**src/rtl/pwb_pkg.sv**
```systemverilog
`timescale 1ns/1ps
package pwb_pkg;
  typedef enum logic [1:0] {
    PROT_NONE = 2'd0,
    PROT_QTR  = 2'd1,
    PROT_HALF = 2'd2,
    PROT_ALL  = 2'd3
  } prot_e;

  // top2 = two most significant address bits of the page
  function automatic logic prot_hit(prot_e p, logic [1:0] top2);
    case (p)
      PROT_NONE: return 1'b0;
      PROT_QTR:  return top2 == 2'b11;
      PROT_HALF: return top2[1];
      default:   return 1'b1;
    endcase
  endfunction
endpackage

```
**src/rtl/pwb_protect.sv**
```systemverilog
`timescale 1ns/1ps
module pwb_protect
  import pwb_pkg::*;
(
  input  logic [1:0] prot_i,
  input  logic [1:0] page_top_i,
  output logic       hit_o
);
  assign hit_o = prot_hit(prot_e'(prot_i), page_top_i);
endmodule

```
**src/rtl/pwb_buffer.sv**
```systemverilog
`timescale 1ns/1ps
module pwb_buffer #(
  parameter int PAGE_BYTES = 64,
  parameter int DATA_W     = 8,
  localparam int OFF_W     = $clog2(PAGE_BYTES)
) (
  input  logic              clk_i,
  input  logic              rst_ni,
  input  logic              load_i,
  input  logic [OFF_W-1:0]  off_i,
  input  logic              wr_i,
  input  logic [DATA_W-1:0] data_i,
  input  logic [OFF_W-1:0]  rd_idx_i,
  output logic [DATA_W-1:0] rd_data_o,
  output logic              rd_vld_o,
  output logic              any_o
);
  logic [DATA_W-1:0]     mem_q [PAGE_BYTES];
  logic [PAGE_BYTES-1:0] vld_q;
  logic [OFF_W-1:0]      ptr_q;

  always_ff @(posedge clk_i) begin
    if (wr_i && !load_i) mem_q[ptr_q] <= data_i;
  end

  always_ff @(posedge clk_i or negedge rst_ni) begin
    if (!rst_ni) begin
      vld_q <= '0;
      ptr_q <= '0;
    end else if (load_i) begin
      vld_q <= '0;
      ptr_q <= off_i;
    end else if (wr_i) begin
      vld_q[ptr_q] <= 1'b1;
      ptr_q        <= ptr_q + 1'b1; // wraps inside the page
    end
  end

  assign rd_data_o = mem_q[rd_idx_i];
  assign rd_vld_o  = vld_q[rd_idx_i];
  assign any_o     = |vld_q;
endmodule

```
**src/rtl/pwb_sequencer.sv**
```systemverilog
`timescale 1ns/1ps
module pwb_sequencer #(
  parameter int PAGE_BYTES    = 64,
  parameter int COMMIT_CYCLES = 250000,
  localparam int OFF_W        = $clog2(PAGE_BYTES),
  localparam int CNT_W        = $clog2(COMMIT_CYCLES + 1)
) (
  input  logic             clk_i,
  input  logic             rst_ni,
  input  logic             start_i,
  input  logic             wen_i,
  input  logic             cs_rise_i,
  input  logic             aligned_i,
  input  logic             pend_i,
  input  logic             hit_i,
  output logic             load_o,
  output logic             active_o,
  output logic             busy_o,
  output logic             sweep_o,
  output logic [OFF_W-1:0] idx_o,
  output logic             done_o
);
  localparam logic [CNT_W-1:0] LAST      = CNT_W'(COMMIT_CYCLES - 1);
  localparam logic [CNT_W-1:0] SWEEP_END = CNT_W'(PAGE_BYTES);

  logic             active_q, wen_q, busy_q, go;
  logic [CNT_W-1:0] cnt_q;

  assign load_o   = start_i && !busy_q;
  assign go       = cs_rise_i && active_q && wen_q && aligned_i && pend_i && !hit_i;
  assign done_o   = busy_q && (cnt_q == LAST);
  assign sweep_o  = busy_q && (cnt_q < SWEEP_END);
  assign idx_o    = cnt_q[OFF_W-1:0];
  assign active_o = active_q;
  assign busy_o   = busy_q;

  always_ff @(posedge clk_i or negedge rst_ni) begin
    if (!rst_ni) begin
      active_q <= 1'b0;
      wen_q    <= 1'b0;
    end else if (load_o) begin
      active_q <= 1'b1;
      wen_q    <= wen_i;
    end else if (cs_rise_i) begin
      active_q <= 1'b0; // commit or discard, buffer closed either way
    end
  end

  always_ff @(posedge clk_i or negedge rst_ni) begin
    if (!rst_ni) begin
      busy_q <= 1'b0;
      cnt_q  <= '0;
    end else if (go) begin
      busy_q <= 1'b1;
      cnt_q  <= '0;
    end else if (busy_q) begin
      if (done_o) busy_q <= 1'b0;
      else        cnt_q  <= cnt_q + 1'b1;
    end
  end
endmodule

```
**src/rtl/page_write_buf.sv**
```systemverilog
`timescale 1ns/1ps
module page_write_buf #(
  parameter int ADDR_W        = 15,
  parameter int DATA_W        = 8,
  parameter int PAGE_BYTES    = 64,
  parameter int COMMIT_CYCLES = 250000
) (
  input  logic              clk_i,
  input  logic              rst_ni,
  input  logic              start_i,
  input  logic [ADDR_W-1:0] addr_i,
  input  logic              wen_i,
  input  logic              byte_vld_i,
  input  logic [DATA_W-1:0] byte_i,
  input  logic              cs_rise_i,
  input  logic              aligned_i,
  input  logic [1:0]        prot_i,
  output logic              arr_we_o,
  output logic [ADDR_W-1:0] arr_addr_o,
  output logic [DATA_W-1:0] arr_data_o,
  output logic              wip_o,
  output logic              wel_clr_o
);
  localparam int OFF_W  = $clog2(PAGE_BYTES);
  localparam int PAGE_W = ADDR_W - OFF_W;

  logic [PAGE_W-1:0] page_q;
  logic              load, active, busy, sweep, done, wr, any, hit, rd_vld;
  logic [OFF_W-1:0]  idx;
  logic [DATA_W-1:0] rd_data;

  assign wr = byte_vld_i && active && !busy;

  always_ff @(posedge clk_i or negedge rst_ni) begin
    if (!rst_ni)   page_q <= '0;
    else if (load) page_q <= addr_i[ADDR_W-1:OFF_W];
  end

  pwb_buffer #(.PAGE_BYTES(PAGE_BYTES), .DATA_W(DATA_W)) u_buf (
    .clk_i, .rst_ni,
    .load_i   (load),
    .off_i    (addr_i[OFF_W-1:0]),
    .wr_i     (wr),
    .data_i   (byte_i),
    .rd_idx_i (idx),
    .rd_data_o(rd_data),
    .rd_vld_o (rd_vld),
    .any_o    (any)
  );

  pwb_protect u_prot (
    .prot_i    (prot_i),
    .page_top_i(page_q[PAGE_W-1:PAGE_W-2]),
    .hit_o     (hit)
  );

  pwb_sequencer #(.PAGE_BYTES(PAGE_BYTES), .COMMIT_CYCLES(COMMIT_CYCLES)) u_seq (
    .clk_i, .rst_ni,
    .start_i, .wen_i, .cs_rise_i, .aligned_i,
    .pend_i  (any || wr), // closing byte in the rise cycle counts
    .hit_i   (hit),
    .load_o  (load),
    .active_o(active),
    .busy_o  (busy),
    .sweep_o (sweep),
    .idx_o   (idx),
    .done_o  (done)
  );

  assign arr_we_o   = sweep && rd_vld;
  assign arr_addr_o = {page_q, idx};
  assign arr_data_o = rd_data;
  assign wip_o      = busy;
  assign wel_clr_o  = done;
endmodule

```
**config.mk**
```make
export PLATFORM = sky130hd
export DESIGN_NAME = page_write_buf
export DESIGN_NICKNAME = d
export VERILOG_FILES = /design/src/rtl/pwb_pkg.sv /design/src/rtl/pwb_protect.sv /design/src/rtl/pwb_buffer.sv /design/src/rtl/pwb_sequencer.sv /design/src/rtl/page_write_buf.sv
export SDC_FILE = /design/constraint.sdc
export NUM_CORES = 1
export LEC_CHECK = 0
export BUFFER_PORTS_ARGS = -buffer_cell sky130_fd_sc_hd__buf_2
export CORE_MARGIN = 2
export CORE_UTILIZATION = 60
export CTS_CLUSTER_SIZE = 12
export DETAILED_ROUTE_END_ITERATION = 10
export PLACE_DENSITY_LB_ADDON = 0.25
export SLEW_MARGIN = 20
export SYNTH_ARGS = -nofsm -noshare
export SYNTH_HDL_FRONTEND = slang
export SYNTH_HIERARCHICAL = 1
export SYNTH_SLANG_ARGS = --single-unit
```
**constraint.sdc**
```tcl
create_clock -name clk_i -period 3.5 [get_ports clk_i]
set_input_delay 0 -clock clk_i [delete_from_list [all_inputs] [get_ports clk_i]]
set_output_delay 0 -clock clk_i [all_outputs]
set_load 0.005 [all_outputs]
```
**Word-level counts from Yosys, hierarchy flattened**

Memories as Yosys holds them, arrays and structs flattened.
Cells that the tools add are included.

- Memories kept: 1
- RAM bits: 512
- Flip-flop bits (word level): 100
- Logic and storage cells: 62
- Output and inout bits: 26
- Input bits: 32

Memories:

| name | words | width | read ports | clocked after Yosys merged registers in | write ports | line | RTL |
|---|---|---|---|---|---|---|---|
| u_buf.mem_q | 64 | 8 | 1 | 0 | 1 | pwb_buffer.sv:18 | `logic [DATA_W-1:0] mem_q [PAGE_BYTES];` |

- Mux-type cells: 19
- Reductions and logical operators: 23
- Magnitude comparators: 4
- Equality and inequality tests: 5
- $add $sub $neg: 2
- Bitwise gates (word level): 1

Operators with widths:

| kind | number |
|---|---|
| two-way mux 64 bit | 2 |
| bitwise OR 64 bit | 1 |
| OR reduction 64 bit | 1 |
| two-way mux 18 bit | 3 |
| adder 18 x 1 -> 18 bit (second input constant) | 1 |
| equality test 18 bit (second input constant) | 1 |
| < comparator 18 x 7 -> 1 bit (second input constant) | 1 |
| < comparator 6 x 7 -> 1 bit (second input constant) | 2 |
| logical AND 1 bit | 13 |
| two-way mux 6 bit | 2 |
| two-way mux 1 bit | 9 |
| adder 6 x 1 -> 6 bit (second input constant) | 1 |
| binary-select mux 1 bit (select 6 bit) | 1 |
| demux 1 bit (select 6 bit) | 1 |
| >= comparator 6 x 1 -> 1 bit (second input constant) | 1 |
| nonzero test 2 bit | 3 |
| equality test 2 bit (second input constant) | 2 |
| logical NOT 1 bit | 3 |
| case mux 1 bit (3 select lines) | 1 |
| equality test 2 x 1 -> 1 bit (second input constant) | 1 |
| logical NOT 2 bit | 1 |
| inequality test 2 x 1 -> 1 bit (second input constant) | 1 |
| AND reduction 2 bit | 1 |
| logical OR 1 bit | 1 |

**Longest topological paths before layout**

Gate-level depths: netlist of the first run.

- Word-level depth: 7
- Depth in mapped cells: 9
- Gate-level depth less buffers: 8

**By module**

The synthesis of the first run kept the hierarchy.

Modules (own cells, without submodules):

| module | area an instance (sq um) | cells an instance | times used | sequential area each (sq um) |
|---|---|---|---|---|
| pwb_buffer | 23,140.9 | 1,234 | 1 | 17,126.4 |
| pwb_sequencer | 1,277.5 | 132 | 1 | 525.5 |
| page_write_buf | 392.9 | 23 | 1 | 225.2 |
| pwb_protect | 13.8 | 3 | 1 | 0.0 |

**Least setup slack after synthesis of the first run**

Ideal clock, no wire load.

- Kind: register to register
- Start point: reg u_buf.vld_q[61]
- End point: reg u_seq.cnt_q[7]
- Buffers on the path: 1
- Arrival: 2.342 ns
- Data required time: 3.434 ns
- Cell stages (with the launch flop): 10
- Period minus slack after synthesis: 2.408 ns
- Setup time: 0.066 ns
- Path slack: 1.092 ns
- Path through: dfrtp_1 > nor4_1 > nand4_1 > or4_1 > o21bai_1 > nor2b_1 > and2_2 > buf_6 > or4_1 > nand2_1

- Word-level cells in the longest chain between the ends: 6
- Elaborated cells on any way between the ends: 8
- Those cells by class: eq/ne: 1; mux: 1; reduce/logical: 6

Ends and longest elaborated chain:

| element | line | RTL |
|---|---|---|
| from (decl) | pwb_buffer.sv:19 | `logic [PAGE_BYTES-1:0] vld_q;` |
| from (signal assigned) | pwb_buffer.sv:28 | `vld_q <= '0;` |
| from (signal assigned) | pwb_buffer.sv:31 | `vld_q <= '0;` |
| from (signal, indexed assignment) | pwb_buffer.sv:34 | `vld_q[ptr_q] <= 1'b1;` |
| OR reduction 64 bit * | pwb_buffer.sv:41 | `assign any_o = \|vld_q;` |
| named net any | page_write_buf.sv:28 | `logic load, active, busy, sweep, done, wr, any, hit, rd_vld;` |
| logical OR 1 bit * | page_write_buf.sv:60 | `.pend_i (any \|\| wr),` |
| logical AND 1 bit * (2 in a row) | pwb_sequencer.sv:30 | `assign go = cs_rise_i && active_q && wen_q && aligned_i && pend_i && !hit_i;` |
| inequality test 2 x 1 -> 1 bit (no source line) / nonzero test 2 bit (equally long branches) | -- |  |
| AND reduction 2 bit (no source line) | -- |  |
| to (signal assigned) | pwb_sequencer.sv:58 | `else cnt_q <= cnt_q + 1'b1;` |
| to (decl) | pwb_sequencer.sv:27 | `logic [CNT_W-1:0] cnt_q;` |

The timed path passes the listed nets; every way through them passes the cells marked *.
A chain may end at the register's enable or synchronous reset.

**Worst setup path in the final report of the first run**

- Start point: reg u_seq.cnt_q[0]
- End point: out arr_data_o[2]

- Word-level cells in the longest chain between the ends: 1

Ends and longest elaborated chain:

| element | line | RTL |
|---|---|---|
| memory (64 x 8 bit) | -- |  |
| to (decl) | page_write_buf.sv:20 | `output logic [DATA_W-1:0] arr_data_o,` |

No other way between the ends.

==> run_results.csv, run 1 <==
group,metric,value,unit
synthesis,yosysWarningCount,6,
synthesis,synth.net_count,1426,
place,dp_hpwl,36.9,mm
synthesis,post_synth_instance_area,24800,um2
outcome,failing_checks,"negative hold slack",
drt,routedLengthMet1,22.7,mm
clock_network,cts_resized,0,
synthesis,synth_top_flop_cell,"sky130_fd_sc_hd__edfxtp_1",
timing,report.final.hold_viol_count,43,
setup_path,r2r_setup_slack,0.71,ns
drt,post_route_ant_nets,0,
place,detailedPlace.worstSlack,0.781,ns
synthesis,syn_avg_cell_area,17.8,um2
die,initial_core_util,0.608,
synthesis,flip_flop_and_latch_count_after_synthesis,612,
clock_network,clock_sinks,612,
drt,met2_wirelength,28.6,mm
power,vdd_ir_drop_max,0.571,mV
place,place_congestion,0.944,
timing,maxSlewViolCount,0,
power,static-leakage-power,0.00951,uW
timing,finalClockSkew,0.0191,ns
drt,detail_route.vias_per_cell,6.59,
timing,setup_tns,0,ns
synthesis,yosys-top-cells-area,"sky130_fd_sc_hd__edfxtp_1 62%, sky130_fd_sc_hd__mux4_2 13%, sky130_fd_sc_hd__dfrtp_1 10%, sky130_fd_sc_hd__o22ai_1 2.2%, sky130_fd_sc_hd__nor2_1 1.3%",
place,place.detailed.instances,1973,
synthesis,number_of_synthesized_flops_with_an_enable_pin,512,
drt,met3_length,5.84,mm
grt,global_route_wire_length_before_repair,89.1,mm
cells_and_area,seqCellArea,17900,um2
setup_path,worstReg2RegStart,"u_buf/vld_q[19]",
setup_path,critPathCaptureType,"output port",
synthesis,number_of_cells_produced_by_synthesis,1392,
hold_path,worst_hold_path_type,"in -> reg",
die,fp.coreArea,40800,um2
cells_and_area,n_antenna_cell,0,
clock_network,h_tree_depth_reported_by_cts,2,
power,power_per_cell_area,746,nW/um2
timing,finalHoldWorstSlack,-0.0293,ns
setup_path,path_class,"reg -> out",
synthesis,synth_cell_types,61,
setup_path,crit_required,3.50,ns
drt,detailroute.via_count,13900,
outcome,status,"finished with violations",
synthesis,synth.largest_area_cell,"sky130_fd_sc_hd__edfxtp_1",
timing,final_period_minus_worst_setup_slack,3.28,ns
synthesis,register_area_share_after_synthesis,0.720,
clock_network,cts_buffer_depth,3,
die,dieHeight,207,um
timing,setup-violations-final,0,
grt,largest_net_degree_at_the_start_of_global_routing,84,
timing,tightest_slew,1.03,ns
setup_path,critPathTopFamily,"flip-flops",
clock_network,postCtsHoldBufs,34,
timing,final_cycle_share,0.936,
clock_network,cts_setup_buffers,0,
cells_and_area,syn_to_final_growth,13.6,%
setup_path,worstSetupStartpointType,"flip-flop",
cells_and_area,final_core_util,0.691,
die,placement_rows,74,
hold_path,hold_path_depth,1,
setup_path,critPathMaxFanout,30,
synthesis,synth.top_cell.area_share,0.619,
timing,grt_setup_unrepaired,"false",
cells_and_area,layout.cells.non_filler,2115,
timing,timing.fmax,305,MHz
hold_path,hold_start,"byte_i[7]",
synthesis,synth_common_cells,"512 x sky130_fd_sc_hd__edfxtp_1, 144 x sky130_fd_sc_hd__mux4_2, 100 x sky130_fd_sc_hd__dfrtp_1, 89 x sky130_fd_sc_hd__nor2_1, 89 x sky130_fd_sc_hd__o22ai_1",
cells_and_area,nets,1573,
die,die_w,207,um
synthesis,synth_most_common_cell,"sky130_fd_sc_hd__edfxtp_1",
place,total_of_buffers_placed_on_input_and_output_ports,57,
cells_and_area,multi_input_comb_area,6180,um2
drt,topRoutingLayerUsed,"met5",
setup_path,worst_ep_arrival_time,3.28,ns
setup_path,timing.critical_path.buf_inv,2,
setup_path,critical_path.max_stage_delay,0.65,ns
clock_network,clk_pin_slew,0.06,ns
grt,gr-total-overflow,0,
setup_path,r2r_depth,8,
drt,drt_pass1_iterations,5,
run,max-cap-violations,0,
die,floorplan_die_area,43000,um2
clock_network,cts_tree,"done",
clock_network,clk_latency,0.61,ns
timing,final_setup_margin,0.223,ns
cells_and_area,fillerInstances,2568,
hold_path,worst_hold_path.endpoint,"u_buf/mem_q[5][7]",
drt,route.detailed.wl_per_inst,27.9,um
cells_and_area,share_of_post_route_cells_with_drive_strength_above_1,0.248,
synthesis,fraction_of_registers_with_async_set_reset,0.163,
setup_path,worstPathCellList,"buf_12 > mux4_2 > a22o_1 > nor3_1 > o2bb2ai_1 > buf_2",
grt,via_count_of_the_first_global_routing_pass,14100,
die,ios,58,
drt,first_iter_violations,1450,
drt,drc,0,
setup_path,r2r_end,"u_seq/cnt_q[3]",
grt,antenna_found_initial,1,
clock_network,cts_made_buffers,60,
clock_network,root_buffer_master,"sky130_fd_sc_hd__clkbuf_16",
timing,max_slew_margin,0.312,
setup_path,crit_path_max_delay_cell_type,"sky130_fd_sc_hd__dfrtp_4",
drt,overall_routed_net_length,59.0,mm
grt,global_route.usage.total,0.279,
## where the power goes
| part | switching (uW) | leakage (uW) | internal [uW] |
|---|---|---|---|
| combinational | 3480 | 0.00270 | 2820 |
| clock | 2570 | 0.000886 | 3450 |
| sequential | 531 | 0.00592 | 8200 |
## cell families after synthesis
logic type | share of synthesized area
AND/OR/NAND/NOR | 0.0522
XOR/XNOR | 0.00318
multiplexers | 0.145
adder cells (fa/ha/maj) | 0.00101
AO/OA/AOI/OAI | 0.0476
flip-flops | 0.720
buffers and inverters | 0.0312
## worst max-delay path by stage
| stage | from | to | slack (ns) | depth (start not counted) |
|---|---|---|---|---|
| 5_1_grt | u_seq/cnt_q[0] | arr_data_o[2] | 0.17 | 6 |
| 2_1_floorplan | u_buf/vld_q[61] | u_seq/cnt_q[7] | 1.09 | 9 |
| 3_5_place_dp | u_buf/vld_q[19] | u_seq/cnt_q[3] | 0.78 | 8 |
| 6_report | u_seq/cnt_q[0] | arr_data_o[2] | 0.22 | 6 |
| 4_1_cts | u_seq/cnt_q[0] | arr_data_o[2] | 0.25 | 6 |
| 3_3_place_gp | u_buf/vld_q[19] | u_seq/cnt_q[3] | 0.81 | 8 |
## layout make-up
cell class / instances / share of cell area
clock inverter: 4 / 0.000665
clock buffer: 102 / 0.0638
sequential: 612 / 0.634
multi-input combinational: 617 / 0.219
inverter: 70 / 0.00932
tap: 532 / 0.0236
timing repair buffer: 178 / 0.0493
## flip-flops by register name, indices dropped and copies added (netlist names)
signal and count:
u_seq/cnt_q 18, u_buf/ptr_q 6, u_seq/wen_q 1, u_buf/vld_q 64, page_q 9, u_seq/busy_o 1, u_seq/active_o 1, u_buf/mem_q 512
## placed cells by master (no fill, tap or decap), types with 14 or more instances in the layout
master,count
sky130_fd_sc_hd__dlygate4sd3_1,36
sky130_fd_sc_hd__dfrtp_1,97
sky130_fd_sc_hd__edfxtp_1,512
sky130_fd_sc_hd__nand2b_1,14
sky130_fd_sc_hd__buf_2,51
sky130_fd_sc_hd__nand2_1,49
sky130_fd_sc_hd__inv_1,70
sky130_fd_sc_hd__o22ai_1,89
sky130_fd_sc_hd__clkbuf_16,61
sky130_fd_sc_hd__nor4_1,18
sky130_fd_sc_hd__mux2i_1,18
sky130_fd_sc_hd__clkbuf_1,29
sky130_fd_sc_hd__o21ai_0,14
sky130_fd_sc_hd__buf_4,83
sky130_fd_sc_hd__nand3_1,17
sky130_fd_sc_hd__mux4_2,144
sky130_fd_sc_hd__nor2_1,89
## worst reg2reg max path: stages, from the launching register on
cell,delay [ns]
sky130_fd_sc_hd__dfrtp_1,0.40
sky130_fd_sc_hd__nor4_1,0.45
sky130_fd_sc_hd__nand4_1,0.15
sky130_fd_sc_hd__or4_1,0.50
sky130_fd_sc_hd__o21bai_1,0.17
sky130_fd_sc_hd__nor2b_1,0.13
sky130_fd_sc_hd__nand2_1,0.48
sky130_fd_sc_hd__nand2b_1,0.13
sky130_fd_sc_hd__mux2i_1,0.27
## per-layer routing
metal / vias up / GRT usage
met2: 764 / 0.438
met1: 7198 / 0.392
li1: 5842 / -
met4: 2 / 0.0980
met3: 135 / 0.0632
met5: - / 0
## through the flow
stage	area (um2)	power [uW]	hold slack (ns)
after floorplan	24800	12900	-0.296
after global placement	26000	14900	0.204
after detailed placement	26000	15000	0.215
after CTS	28200	21100	0.0126
after global routing	28200	21800	0.00715
final	28200	21000	-0.0293
Power figures use the tool's default switching activity.
==> run 2: changes to the inputs <==
==> constraint.sdc (replaced) <==
create_clock -name clk_i -period 3.65 [get_ports clk_i]
set_input_delay 0 -clock clk_i [delete_from_list [all_inputs] [get_ports clk_i]]
set_output_delay 0 -clock clk_i [all_outputs]
set_load 0.005 [all_outputs]
==> run 2 against run 1 <==
The run now ends clean. Utilization is 0.90 points lower. Sequential power is 2.9% lower. Setup slack better by 0.016 ns. Worst hold slack better by 0.049 ns. Flip-flop and latch count stayed put. Register-to-register slack better by 0.03 ns. First-iteration DRC count is 2.8% lower. Clock power is 8.5% lower. Highest routed layer is now met4. Count of clock-buffer cells in the layout is 20 lower. Cell area is 1.3% lower. Critical path depth is 1 higher. Clock skew is 0.0050 ns higher.
==> run_results.csv, run 2 (synthesized netlist as in run 1, its figures left out) <==
group,metric,value,unit
clock_network,cts_resized,0,
setup_path,worst_ep_arrival_time,3.41,ns
power,static-leakage-power,0.00932,uW
clock_network,cts_setup_buffers,0,
setup_path,worstReg2RegStart,"u_seq/active_o",
timing,max_slew_margin,0.320,
hold_path,hold_path_depth,6,
place,dp_hpwl,35.7,mm
timing,final_cycle_share,0.935,
clock_network,cts_buffer_depth,3,
drt,detail_route.vias_per_cell,6.62,
power,power_per_cell_area,710,nW/um2
hold_path,worst_hold_path_type,"in -> reg",
timing,setup-violations-final,0,
timing,finalHoldWorstSlack,0.0198,ns
clock_network,cts_tree,"done",
clock_network,root_buffer_master,"sky130_fd_sc_hd__clkbuf_16",
grt,groute.layer.met3.usage,0.0384,
setup_path,r2r_depth,6,
cells_and_area,multi_input_comb_area,6180,um2
drt,detailroute.via_count,13800,
cells_and_area,largest_reg_flops,512,
cells_and_area,nets,1547,
drt,drt_pass1_iterations,5,
drt,route.detailed.wl_per_inst,27.6,um
cells_and_area,layout.cells.non_filler,2077,
grt,global_route_wire_length_before_repair,87.0,mm
setup_path,r2r_end,"u_buf/mem_q[60][1]",
die,floorplan_die_area,43000,um2
drt,first_iter_violations,1410,
setup_path,path_class,"reg -> out",
die,fp.coreArea,40800,um2
die,placement_rows,74,
cells_and_area,largest_register,"u_buf/mem_q",
clock_network,clk_latency,0.63,ns
grt,global_route.usage.met1,0.403,
cells_and_area,syn_to_final_growth,12.1,%
clock_network,clk_pin_slew,0.06,ns
run,max-cap-violations,0,
setup_path,critPathCaptureType,"output port",
cells_and_area,layout_commonest_cell,"sky130_fd_sc_hd__edfxtp_1",
outcome,status,"finished, final reports clean",
timing,final_period_minus_worst_setup_slack,3.41,ns
drt,post_route_ant_nets,0,
cells_and_area,layout_top_registers,"u_buf/mem_q (512), u_buf/vld_q (64), u_seq/cnt_q (18)",
grt,antenna_found_initial,0,
cells_and_area,most-common-layout-cells,"512 x sky130_fd_sc_hd__edfxtp_1, 144 x sky130_fd_sc_hd__mux4_2, 97 x sky130_fd_sc_hd__dfrtp_1",
cells_and_area,final_core_util,0.682,
die,die_w,207,um
cells_and_area,fillerInstances,2609,
die,dieHeight,207,um
timing,report.final.hold_viol_count,0,
drt,overall_routed_net_length,57.4,mm
grt,via_count_of_the_first_global_routing_pass,13700,
place,place.detailed.instances,1955,
place,total_of_buffers_placed_on_input_and_output_ports,57,
power,vdd_ir_drop_max,0.511,mV
die,ios,58,
timing,maxSlewViolCount,0,
grt,grt-busiest-layer,"met2",
timing,grt_setup_unrepaired,"false",
cells_and_area,n_antenna_cell,0,
timing,setup_tns,0,ns
clock_network,h_tree_depth_reported_by_cts,2,
setup_path,r2r_setup_slack,0.74,ns
grt,gr-total-overflow,0,
setup_path,crit_required,3.65,ns
timing,finalClockSkew,0.0241,ns
timing,tightest_slew,1.02,ns
clock_network,postCtsHoldBufs,23,
clock_network,cts_made_buffers,60,
place,place_congestion,0.863,
setup_path,worstSetupStartpointType,"flip-flop",
timing,timing.fmax,293,MHz
grt,global_route.usage.total,0.272,
cells_and_area,seqCellArea,17900,um2
grt,largest_net_degree_at_the_start_of_global_routing,88,
hold_path,hold_start,"prot_i[1]",
hold_path,worst_hold_path.endpoint,"u_seq/cnt_q[10]",
clock_network,clock_sinks,612,
drt,drc,0,
grt,grtUsageMet2,0.426,
die,initial_core_util,0.608,
cells_and_area,share_of_post_route_cells_with_drive_strength_above_1,0.238,
setup_path,critPathMaxFanout,37,
-- run 2: changes by cell type in the layout (fill, tap and decap cells not counted), sizes merged --
cell / change
dlygate4sd3: -8
buf: -18
clkbuf: -20
clkinv: +5
inv: +3
-- run 2: area by class of cell --
type,instances,share of cell area
clock buffers,82,0.0577
clock inverters,12,0.00319
inverters,70,0.00944
multi-input cells,617,0.222
repair buffers,152,0.0413
flip-flops and latches,612,0.643
well taps,532,0.0239
-- run 2: how the worst max path moves through the flow --
stage	slack, ns	to	cells past startpoint	start
finish	0.24	arr_we_o	7	u_seq/cnt_q[0]
global route	0.05	arr_we_o	7	u_seq/cnt_q[0]
CTS	0.18	arr_we_o	7	u_seq/cnt_q[0]
detailed placement	0.85	u_seq/cnt_q[7]	8	u_buf/vld_q[15]
global placement	0.83	u_seq/cnt_q[7]	8	u_buf/vld_q[15]
floorplan	1.24	u_seq/cnt_q[7]	9	u_buf/vld_q[61]
-- run 2: power breakdown --
part           internal, uW  switching, uW
sequential             7860            615
clock                  3040           2460
combinational          2640           3120
total                 13500           6200
-- run 2: worst max-delay path, cell delays in order (launching register included) --
cell and delay [ns]:
sky130_fd_sc_hd__dfrtp_4 0.84, sky130_fd_sc_hd__buf_12 0.35, sky130_fd_sc_hd__mux4_2 0.55, sky130_fd_sc_hd__o22ai_1 0.16
sky130_fd_sc_hd__a2111oi_0 0.09, sky130_fd_sc_hd__a221o_1 0.44, sky130_fd_sc_hd__and2_1 0.17, sky130_fd_sc_hd__buf_2 0.13
-- run 2: routing by layer --
| layer | wire [um] | up-vias |
|---|---|---|
| li1 | - | 5794 |
| met5 | 0 | - |
| met4 | 1750 | 0 |
| met2 | 27800 | 663 |
| met1 | 23800 | 7186 |
| met3 | 4100 | 117 |
-- run 2: through the flow --
step	total power (uW)	worst slack (ns)	instance area, um2
floorplan	12400	1.24	24800
global placement	14200	0.834	25800
detailed placement	14300	0.855	25900
CTS	19800	0.183	27800
global route	20500	0.0514	27800
finish	19800	0.238	27800
==> run 3: changes to the inputs <==
--- a/config.mk
+++ b/config.mk
@@ -6,7 +6,7 @@
 export NUM_CORES = 1
 export LEC_CHECK = 0
 export BUFFER_PORTS_ARGS = -buffer_cell sky130_fd_sc_hd__buf_2
-export CORE_MARGIN = 2
+export CORE_MARGIN = 1
 export CORE_UTILIZATION = 60
 export CTS_CLUSTER_SIZE = 12
 export DETAILED_ROUTE_END_ITERATION = 10
==> run 3 against run 2 <==
Global-route usage increased by 1.5 points. Sequential power decreased by 2%. Combinational power increased by 0.7%. Clock skew increased by 0.0045 ns. Sequential share of layout area increased by 0.45 points. Non-clock buffer count down 22. Register-to-register slack gained 0.16 ns. Critical path depth fell by 1. Count of clock-buffer cells in the layout decreased by 1. Largest cell class unchanged. Largest power group unchanged.
==> run_results.csv, run 3 (synthesized netlist as in run 1, its figures left out) <==
group,metric,value,unit
timing,timing.fmax,297,MHz
cells_and_area,final_cell_area,27600,um2
power,vdd_ir_drop_max,0.728,mV
clock_network,clk_latency,0.63,ns
die,die_w,205,um
place,detailedPlace.worstSlack,0.893,ns
timing,setup_tns,0,ns
clock_network,cts_tree,"done",
grt,gr-total-overflow,0,
die,ios,58,
clock_network,clk_pin_slew,0.06,ns
power,power,19600,uW
clock_network,cts_resized,0,
timing,max_slew_margin,0.235,
timing,maxSlewViolCount,0,
drt,overall_routed_net_length,57.7,mm
drt,first_iter_violations,1541,
outcome,status,"finished, final reports clean",
drt,post_route_ant_nets,0,
drt,route.detailed.wl_per_inst,28.0,um
timing,grt_setup_unrepaired,"false",
cells_and_area,nets,1525,
setup_path,worst_ep_arrival_time,3.37,ns
run,max-cap-violations,0,
grt,largest_net_degree_at_the_start_of_global_routing,88,
setup_path,path_class,"reg -> out",
die,fp.coreArea,40800,um2
timing,finalClockSkew,0.0286,ns
clock_network,cts_buffer_depth,3,
cells_and_area,n_antenna_cell,0,
cells_and_area,syn_to_final_growth,11.4,%
hold_path,worst_hold_path.endpoint,"u_seq/cnt_q[10]",
clock_network,root_buffer_master,"sky130_fd_sc_hd__clkbuf_16",
place,total_of_buffers_placed_on_input_and_output_ports,57,
die,dieHeight,205,um
power,static-leakage-power,0.00920,uW
timing,final_period_minus_worst_setup_slack,3.37,ns
hold_path,worst_hold_path_type,"in -> reg",
hold_path,hold_path_depth,6,
setup_path,critical_path.max_stage_delay,0.70,ns
power,power_per_cell_area,710,nW/um2
drt,detailroute.via_count,13600,
timing,tightest_slew,1.14,ns
timing,setup-violations-final,0,
drt,drt_pass1_iterations,5,
drt,detail_route.vias_per_cell,6.63,
drt,drc,0,
place,place_congestion,0.876,
clock_network,cts_setup_buffers,0,
setup_path,critPathTopFamily,"multiplexers",
setup_path,crit_path_max_delay_cell_type,"sky130_fd_sc_hd__dfrtp_4",
grt,global_route.usage.total,0.287,
cells_and_area,final_core_util,0.677,
cells_and_area,largest_reg_flops,512,
setup_path,worstPathCellList,"buf_4 > mux4_2 > mux2_2 > o221ai_1 > o2bb2ai_1 > buf_2",
clock_network,clock_sinks,612,
setup_path,r2r_setup_slack,0.90,ns
cells_and_area,layout_commonest_cell,"sky130_fd_sc_hd__edfxtp_1",
place,dp_hpwl,34.9,mm
timing,report.final.hold_viol_count,0,
cells_and_area,share_of_post_route_cells_with_drive_strength_above_1,0.228,
setup_path,worstReg2RegStart,"u_seq/active_o",
cells_and_area,most-common-layout-cells,"512 x sky130_fd_sc_hd__edfxtp_1, 144 x sky130_fd_sc_hd__mux4_2, 97 x sky130_fd_sc_hd__dfrtp_1",
setup_path,critPathMaxFanout,20,
setup_path,worstSetupStartpointType,"flip-flop",
die,placement_rows,74,
hold_path,hold_start,"prot_i[1]",
clock_network,cts_made_buffers,60,
die,floorplan_die_area,42200,um2
setup_path,crit_required,3.65,ns
setup_path,r2r_end,"u_buf/mem_q[30][2]",
setup_path,r2r_depth,6,
setup_path,crit_start,"u_seq/cnt_q[0]",
die,initial_core_util,0.608,
timing,final_cycle_share,0.922,
grt,global_route_wire_length_before_repair,87.1,mm
setup_path,timing.critical_path.buf_inv,2,
setup_path,critPathCaptureType,"output port",
place,placed_area,25700,um2
grt,via_count_of_the_first_global_routing_pass,13700,
timing,final_setup_margin,0.284,ns
cells_and_area,layout_top_registers,"u_buf/mem_q (512), u_buf/vld_q (64), u_seq/cnt_q (18)",
cells_and_area,largest_register,"u_buf/mem_q",
grt,antenna_found_initial,1,
clock_network,h_tree_depth_reported_by_cts,2,
## run 3: repair_timing
| action | 4_1_cts | 5_1_grt |
|---|---|---|
| hold buffers | 22 | 5 |
| endpoints found under the hold margin | 245 | 214 |
| endpoints found under the setup margin | 0 | 0 |
## run 3: routing by layer
layer	vias up	wire length, um	track usage	part of all wire
li1	5733	-	-	-
met4	2	1810	0.0944	0.031
met2	648	28400	0.460	0.49
met3	129	4570	0.0502	0.079
met5	-	9	0	0.00016
met1	7133	22900	0.405	0.40
## run 3: layout make-up
type | count | area, um2
tap | 532 | 666
clock buffer | 81 | 1590
timing repair buffer | 130 | 971
inverter | 70 | 263
fill | 2619 | 13200
multi-input combinational | 617 | 6180
sequential | 612 | 17900
clock inverter | 16 | 88.8
## run 3: worst max-delay path by stage
stage | depth (start not counted) | endpoint | slack, ns
3_5_place_dp | 6 | arr_data_o[2] | 0.89
2_1_floorplan | 9 | u_seq/cnt_q[7] | 1.24
6_report | 6 | arr_data_o[2] | 0.28
3_3_place_gp | 6 | arr_data_o[2] | 0.92
4_1_cts | 6 | arr_data_o[2] | 0.23
5_1_grt | 6 | arr_data_o[2] | 0.15
## run 3: stage by stage
step                cells  hold slack, ns
finish               2058          0.0385
CTS                  2053          0.0147
global placement     1934          -0.180
floorplan            1392          -0.296
detailed placement   1934          -0.178
global route         2058          0.0771
## run 3: worst min-delay path: stages
cell	delay (ns)
sky130_fd_sc_hd__buf_2	0.07
sky130_fd_sc_hd__o21ai_1	0.05
sky130_fd_sc_hd__nand2_1	0.08
sky130_fd_sc_hd__nor2b_1	0.05
sky130_fd_sc_hd__and2_2	0.24
sky130_fd_sc_hd__nor2_1	0.11
## run 3: power by group
part | switching, uW | total, uW | internal, uW
Sequential | 482 | 8350 | 7860
Combinational | 3250 | 5810 | 2560
Clock | 2470 | 5480 | 3010
Total | 6210 | 19600 | 13400
